`config.mk`:
```
export PLATFORM = sky130hd
export DESIGN_NAME = pld_macrocell
export DESIGN_NICKNAME = d
export VERILOG_FILES = /design/src/rtl/pld_mc_pkg.sv /design/src/rtl/pld_mc_pt_split.sv /design/src/rtl/pld_mc_reg.sv /design/src/rtl/pld_mc_route.sv /design/src/rtl/pld_macrocell.sv
export SDC_FILE = /design/constraint.sdc
export NUM_CORES = 1
export LEC_CHECK = 0
export ABC_AREA = 1
export BUFFER_PORTS_ARGS = -buffer_cell sky130_fd_sc_hd__buf_2
export CELL_PAD_IN_SITES_DETAIL_PLACEMENT = 0
export CELL_PAD_IN_SITES_GLOBAL_PLACEMENT = 2
export CORE_AREA = 2 2 46 48
export CTS_CLUSTER_SIZE = 8
export DETAILED_ROUTE_END_ITERATION = 16
export DIE_AREA = 0 0 48 50
export PLACE_DENSITY_LB_ADDON = 0.15
export SYNTH_ARGS = -nofsm -noshare
export SYNTH_HDL_FRONTEND = slang
export SYNTH_SLANG_ARGS = --single-unit
```
`constraint.sdc`:
```
create_clock -name clk -period 1.1 [get_ports clk]
set_input_delay 0.165 -clock clk [delete_from_list [all_inputs] [get_ports clk]]
set_output_delay 0.165 -clock clk [all_outputs]
set_load 0.005 [all_outputs]
```
`src/rtl/pld_mc_pkg.sv`:
```
// Shared types for the output macrocell slice.
// Assumes: mode and cell codes are static configuration.
package pld_mc_pkg;

    typedef enum logic [1:0] {
        MODE_SIMPLE     = 2'b00,
        MODE_COMPLEX    = 2'b01,
        MODE_REGISTERED = 2'b10,
        MODE_SIMPLE_ALT = 2'b11
    } mode_e;

    typedef enum logic [1:0] {
        CELL_INPUT    = 2'b00,
        CELL_COMB_OUT = 2'b01,
        CELL_COMB_IO  = 2'b10,
        CELL_REG      = 2'b11
    } cell_e;

    function automatic logic is_simple(mode_e m);
        return (m == MODE_SIMPLE) || (m == MODE_SIMPLE_ALT);
    endfunction

endpackage

```
`src/rtl/pld_mc_pt_split.sv`:
```
// Product-term splitter: forms the full sum, the reduced sum that excludes
// the enable term, and the enable term itself.
// Assumes: NUM_PT >= 2 and the enable term sits at index OE_IDX = 0.
module pld_mc_pt_split #(
    parameter int NUM_PT = 8
) (
    input  logic [NUM_PT-1:0] pt,
    output logic              sum_all,
    output logic              sum_rest,
    output logic              oe_term
);
    localparam int OE_IDX = 0;

    logic [NUM_PT-1:0] chain;

    // OR chain over the upper terms; the lowest term is added only for the full sum.
    genvar g;
    generate
        for (g = NUM_PT - 1; g > OE_IDX; g--) begin : g_or
            if (g == NUM_PT - 1) begin : g_top
                assign chain[g] = pt[g];
            end else begin : g_mid
                assign chain[g] = chain[g+1] | pt[g];
            end
        end
    endgenerate
    assign chain[OE_IDX] = chain[OE_IDX+1] | pt[OE_IDX];

    // Purpose: expose the three views of the product terms.
    always_comb begin
        sum_rest = chain[OE_IDX+1];
        sum_all  = chain[OE_IDX];
        oe_term  = pt[OE_IDX];
    end
endmodule

```
`src/rtl/pld_mc_reg.sv`:
```
// Macrocell storage flop: synchronous active-low clear, then preload, then sum.
// Assumes: pl_en and pl_val settle before the rising edge.
module pld_mc_reg (
    input  logic clk,
    input  logic rst_n,
    input  logic d,
    input  logic pl_en,
    input  logic pl_val,
    output logic q
);
    // Purpose: next-state register with reset priority over preload.
    always_ff @(posedge clk) begin
        if (!rst_n) begin
            q <= 1'b0;
        end else if (pl_en) begin
            q <= pl_val;
        end else begin
            q <= d;
        end
    end

    // a reset edge leaves the flop low
    p_reset_low_r9: assert property (@(posedge clk)
        !rst_n |=> (q == 1'b0));

    // a preload strobe overrides the sum for one edge
    p_preload_r10: assert property (@(posedge clk) disable iff (!rst_n)
        (rst_n && pl_en) |=> (q == $past(pl_val)));

    // without preload the flop follows the sum
    p_sum_load_r1: assert property (@(posedge clk) disable iff (!rst_n)
        (rst_n && !pl_en) |=> (q == $past(d)));
endmodule

```
`src/rtl/pld_mc_route.sv`:
```
// Output routing: picks pin value, enable and feedback source by mode,
// cell kind and the slice's position in the row.
// Assumes: CELL_IDX < NUM_CELLS and NUM_CELLS is even and >= 4.
module pld_mc_route
    import pld_mc_pkg::*;
#(
    parameter int NUM_CELLS = 8,
    parameter int CELL_IDX  = 2
) (
    input  logic  clk,
    input  logic  rst_n,
    input  mode_e mode,
    input  cell_e cfg,
    input  logic  pol_hi,
    input  logic  sum_all,
    input  logic  sum_rest,
    input  logic  oe_term,
    input  logic  q,
    input  logic  oe_pin_n,
    input  logic  pin_in,
    output logic  pin_out,
    output logic  pin_oe,
    output logic  fb_out
);
    localparam bit IS_EDGE   = (CELL_IDX == 0) || (CELL_IDX == NUM_CELLS - 1);
    localparam bit IS_CENTRE = (CELL_IDX == NUM_CELLS/2 - 1) || (CELL_IDX == NUM_CELLS/2);

    logic simple_m;
    logic reg_path;
    logic comb_sum;
    logic comb_val;
    logic no_fb;
    logic force_drive;

    // Position-dependent structure: which cells lose feedback or must drive.
    generate
        if (IS_EDGE) begin : g_edge
            assign no_fb       = (mode == MODE_COMPLEX);
            assign force_drive = 1'b0;
        end else if (IS_CENTRE) begin : g_centre
            assign no_fb       = simple_m;
            assign force_drive = simple_m;
        end else begin : g_inner
            assign no_fb       = 1'b0;
            assign force_drive = 1'b0;
        end
    endgenerate

    // Purpose: mode decode and combinatorial sum with polarity.
    always_comb begin
        simple_m = is_simple(mode);
        reg_path = (mode == MODE_REGISTERED) && (cfg == CELL_REG);
        comb_sum = simple_m ? sum_all : sum_rest;
        comb_val = pol_hi ? comb_sum : ~comb_sum;
    end

    // Purpose: select pin value, enable and feedback.
    always_comb begin
        pin_out = reg_path ? ~q : comb_val;

        if (force_drive) begin
            pin_oe = 1'b1;
        end else if (cfg == CELL_INPUT) begin
            pin_oe = 1'b0;
        end else if (simple_m) begin
            pin_oe = 1'b1;
        end else if (reg_path) begin
            pin_oe = ~oe_pin_n;
        end else begin
            pin_oe = oe_term;
        end

        if (reg_path) begin
            fb_out = ~q;
        end else if (no_fb) begin
            fb_out = 1'b0;
        end else begin
            fb_out = pin_in;
        end
    end

    // an input cell never drives unless it is a centre cell in simple mode
    p_input_oe_off_r4: assert property (@(posedge clk) disable iff (!rst_n)
        (cfg == CELL_INPUT && !(IS_CENTRE && is_simple(mode))) |-> !pin_oe);

    // a registered cell follows the shared enable pin
    p_reg_oe_pin_r2: assert property (@(posedge clk) disable iff (!rst_n)
        (mode == MODE_REGISTERED && cfg == CELL_REG) |-> (pin_oe == !oe_pin_n));

    // feedback and pin of a registered cell agree (both inverted flop)
    p_reg_fb_pin_r2: assert property (@(posedge clk) disable iff (!rst_n)
        (mode == MODE_REGISTERED && cfg == CELL_REG) |-> (fb_out == pin_out));

    generate
        if (IS_EDGE) begin : g_edge_chk
            // edge cells have no feedback in complex mode
            p_complex_edge_nofb_r6: assert property (@(posedge clk) disable iff (!rst_n)
                (mode == MODE_COMPLEX) |-> !fb_out);
        end
        if (IS_CENTRE) begin : g_centre_chk
            // centre cells always drive in simple mode
            p_simple_centre_drive_r7: assert property (@(posedge clk) disable iff (!rst_n)
                is_simple(mode) |-> (pin_oe && !fb_out));
        end
    endgenerate
endmodule

```
`src/rtl/pld_macrocell.sv`:
```
// Top of one output macrocell slice: splits product terms, holds the
// register and routes pin, enable and feedback.
// Assumes: configuration inputs are static during normal operation.
module pld_macrocell
    import pld_mc_pkg::*;
#(
    parameter int NUM_PT    = 8,
    parameter int NUM_CELLS = 8,
    parameter int CELL_IDX  = 2
) (
    input  logic              clk,
    input  logic              rst_n,
    input  logic [1:0]        mode_sel,
    input  logic [1:0]        cell_cfg,
    input  logic              pol_hi,
    input  logic [NUM_PT-1:0] pt,
    input  logic              oe_pin_n,
    input  logic              pin_in,
    input  logic              pl_en,
    input  logic              pl_val,
    output logic              pin_out,
    output logic              pin_oe,
    output logic              fb_out
);
    logic  sum_all;
    logic  sum_rest;
    logic  oe_term;
    logic  q;
    mode_e mode;
    cell_e cfg;

    // Purpose: map raw configuration codes onto the shared types.
    always_comb begin
        mode = mode_e'(mode_sel);
        cfg  = cell_e'(cell_cfg);
    end

    pld_mc_pt_split #(.NUM_PT(NUM_PT)) i_split (
        .pt       (pt),
        .sum_all  (sum_all),
        .sum_rest (sum_rest),
        .oe_term  (oe_term)
    );

    pld_mc_reg i_reg (
        .clk    (clk),
        .rst_n  (rst_n),
        .d      (sum_all),
        .pl_en  (pl_en),
        .pl_val (pl_val),
        .q      (q)
    );

    pld_mc_route #(.NUM_CELLS(NUM_CELLS), .CELL_IDX(CELL_IDX)) i_route (
        .clk      (clk),
        .rst_n    (rst_n),
        .mode     (mode),
        .cfg      (cfg),
        .pol_hi   (pol_hi),
        .sum_all  (sum_all),
        .sum_rest (sum_rest),
        .oe_term  (oe_term),
        .q        (q),
        .oe_pin_n (oe_pin_n),
        .pin_in   (pin_in),
        .pin_out  (pin_out),
        .pin_oe   (pin_oe),
        .fb_out   (fb_out)
    );

    // mode code 11 gives the same enable as simple for a non-input cell
    p_alt_simple_r11: assert property (@(posedge clk) disable iff (!rst_n)
        (mode_sel == 2'b11 && cell_cfg != 2'b00) |-> pin_oe);
endmodule

```
Word level (Yosys, flattened, before mapping)
Cells that the tools add are included.
W data, S select, Z words.
{"block": "totals", "memories": 0, "register_bits": 1, "latch_bits": 0, "rom_bits": 0, "mem_bits_rw": 0, "out_inout_bits": 3}
{"block": "op_classes", "muxes": 8, "n_eq_ne": 3, "n_lt_le_gt_ge": 0, "bitwise": 10, "shifts": 0, "n_addsub": 0, "multipliers": 0, "n_reduce_logical": 4, "div": 0}
{"op": "$mux W1", "n": 8}
{"op": "$or A1 B1 Y1", "n": 7}
{"op": "$eq A2 B2 Y1 const B", "n": 3}
{"op": "$logic_not A2 Y1", "n": 2}
{"op": "$not A1 Y1", "n": 3}
{"op": "$logic_and A1 B1 Y1", "n": 1}
{"op": "$logic_or A1 B1 Y1", "n": 1}

Logic depth before layout (Yosys ltp)
{"block": "depth", "ltp_word": 11, "ltp_mapped": 8, "depth_no_buf": 8}

By module
Synthesis repeated with hierarchy kept, for this count alone.
{"block": "hier_totals", "cells_unflattened": 43, "area_unflattened_um2": 214.0}
{"mod": "pld_mc_route", "area_each_um2": 108.9, "n_inst": 1, "seq_area_each_um2": 0.0, "cells_each": 22}
{"mod": "pld_mc_pt_split", "area_each_um2": 63.8, "n_inst": 1, "seq_area_each_um2": 0.0, "cells_each": 15}
{"mod": "pld_mc_reg", "area_each_um2": 41.3, "n_inst": 1, "seq_area_each_um2": 20.0, "cells_each": 6}

Worst setup path after synthesis
OpenSTA, ideal clock, no wires.
{"block": "synth_timing", "path_kind": "input -> output", "from": "input mode_sel[0]", "to": "output pin_out", "setup_slack_ps": 122, "t_arrival_ps": 813, "path_stages": 8, "path_cell_list": "inv_1 ha_1 nand2_1 nand3_1 nand2_1 nand2_1 nand2_1 nand2_1"}
{"block": "synth_between", "elab_chain_len": 6, "word_cells_on_any_way": 9}
{"element": "start: declaration", "line": "pld_macrocell.sv:13", "text": "input logic [1:0] mode_sel,"}
{"element": "$eq A2 B2 Y1 or $logic_not A2 Y1 (tied branches)", "line": "pld_mc_pkg.sv:20", "text": "return (m == MODE_SIMPLE) || (m == MODE_SIMPLE_ALT);"}
{"element": "$logic_or A1 B1 Y1", "line": "pld_mc_pkg.sv:20"}
{"element": "$mux W1", "line": "pld_mc_route.sv:53", "text": "comb_sum = simple_m ? sum_all : sum_rest;"}
{"element": "$not A1 Y1", "line": "pld_mc_route.sv:54", "text": "comb_val = pol_hi ? comb_sum : ~comb_sum;"}
{"element": "$mux W1", "line": "pld_mc_route.sv:54"}
{"element": "$mux W1 *", "line": "pld_mc_route.sv:59", "text": "pin_out = reg_path ? ~q : comb_val;"}
{"element": "end: declaration", "line": "pld_macrocell.sv:21", "text": "output logic pin_out,"}
Every way passes the cells marked *; elsewhere a longest branch is shown, timed or not.

Final worst setup path
{"block": "layout_timing", "from": "input mode_sel[1]", "to": "output pin_out"}
Same word-level chain as after synthesis.

==> out/metrics.csv <==
metric,value,unit
ys_types,11,
diodes,0,
async_reset_ff_frac,0,
synth-edff-count,0,
fin_hold_ws,0.436,ns
core_area,1900,um2
tightest_slew,0.163,ns
vias,291,
min_period,1.11,ns
syn_nets,60,
viasPerCell,3.27,
yosysTopAreaCellShare,0.231,
synth_area,195,um2
dp_hpwl,559,um
synth_top_cell_by_area,nand2_1,
io_pins,22,
post-route-period-util,1.01,
yosysSeqAreaShare,0.103,
io_buffer_count,21,
holdBufCountCts,0,
top_register,i_reg.q,
cp.arrival,0.95,ns
synth-seq-cells,1,
status,"finished, violations left",
first_iter_violations,0,
drive_above_1_share,0.468,
die_w,48,um
fin_nets,84,
place_congestion,0.614,
synthCells,40,
holdCritPathClass,in -> reg,
grt_pass1_wl,848,um
fmax,901,MHz
endpoint_kind,output port,
hold_viol,0,
ys_warn_count,0,
rsz0062_at_grt,true,
p_leak,0.220,nW
totalWireLength,606,um
fp.dieH,50,um
initial_utilization,0.103,
grt_max_degree,5,
p_per_area,384,nW/um2
cp-start-kind,input pin,
post-cts-setup-buffer-count,0,
crit_start,mode_sel[1],
cp_max_fo,2,
maxCapViolations,0,
vdd_drop_max,0.0946,mV
post_drt_wl_per_cell,6.81,um
setup_ws,-0.0104,ns
hold_start,rst_n,
grt_use_total,0.0466,
drc,0,
slew_viol_final,0,
fin_tns_setup,-0.0104,ns
critPathKind,in -> out,
fin_area,393,um2
die-area,2400,um2
nFillCells,241,
postPlaceCellArea,342,um2
top_regs,i_reg.q x1,
dr.pass1.iters,1,
worstPathRequired,0.94,ns
path_clk_slew,0,ns
largest_reg_flops,1,
areaGrowthSynthToFinish,101,%
antenna_found_initial,0,
grt.overflow.total,0,
dp_cells,89,
synthTopCellsByCount,"nand2_1 (12), inv_1 (10), nor2_1 (6)",
synth_area_leaders,"nand2_1 (23%), inv_1 (19%), nor2_1 (12%), dfxtp_1 (10%), o21ai_0 (7.7%)",
violations,setup timing,
std_cell_rows,16,
layout.cells.non_filler,89,
yosysMostFrequentCell,nand2_1,
setup_viol,1,
ant_nets,0,
grt_pass1_vias,225,
maxSlewHeadroom,0.890,
final_util,0.207,
ys.flop_type,dfxtp_1,
avgSynthCellArea,4.88,um2
[per-layer routing]
metal / vias up / wire length [um] / track usage
met1: 113 / 266 / 0.0610
met4: 0 / 0 / 0
li1: 164 / - / -
met2: 14 / 273 / 0.0844
met5: - / 0 / 0
met3: 0 / 66 / 0.00366
[power breakdown]
part / internal, mW / total, mW / leakage [nW] / switching, mW
Sequential: 0.0394 / 0.0398 / 0.00841 / 0.000337
Clock: 0 / 0 / 0 / 0
Combinational: 0.0601 / 0.111 / 0.212 / 0.0509
[per-stage QoR]
| step | total power, mW | setup WS [ns] |
|---|---|---|
| 6_report | 0.151 | -0.0104 |
| 3_3_place_gp | 0.129 | -0.146 |
| 3_5_place_dp | 0.128 | -0.137 |
| 2_1_floorplan | 0.0759 | 0.122 |
| 4_1_cts | 0.153 | -0.0231 |
| 5_1_grt | 0.167 | -0.0990 |
[area by class of cell]
cell class	count	area, um2	share of cell area
flip-flops and latches	1	20.0	0.0510
repair buffers	22	125	0.318
well taps	27	33.8	0.0860
inverters	10	40.0	0.102
multi-input cells	29	174	0.443
[cell families (layout without fill, tap and decap cells)]
group,count (synthesis),count (layout),share of synthesized area
adders and majority gates,1,1,0.0641
buffers and inverters,10,32,0.192
AOI/OAI and AO/OA,5,5,0.128
DFF,1,1,0.103
and+or+nand+nor,23,23,0.513
[cells in the final DEF (no fill, tap or decap), drive strengths merged]
master,n
buf,22
nand2,12
inv,10
nor2,7
o21ai,3
nand3,3
a21oi,2
or2,1
ha,1
dfxtp,1
[path summary, 6_finish.rpt]
| kind | to | slack (ns) | cells after the start |
|---|---|---|---|
| max | pin_out | -0.01 | 9 |
| min | i_reg.q | 0.44 | 3 |
[what timing repair did]
| action | in CTS | in global routing |
|---|---|---|
| setup endpoints to repair | 3 | 3 |
| pin swaps | 4 | 5 |
| gates resized for setup | 11 | 1 |
[worst max-delay path: stages]
cell and delay, ns:
buf_6 0.10, ha_4 0.24, nand2_4 0.06, nand3_2 0.06, nand2_1 0.06, nand2_1 0.05, nand2_1 0.06, nand2_1 0.04
buf_2 0.12
Power figures use the tool's default switching activity.
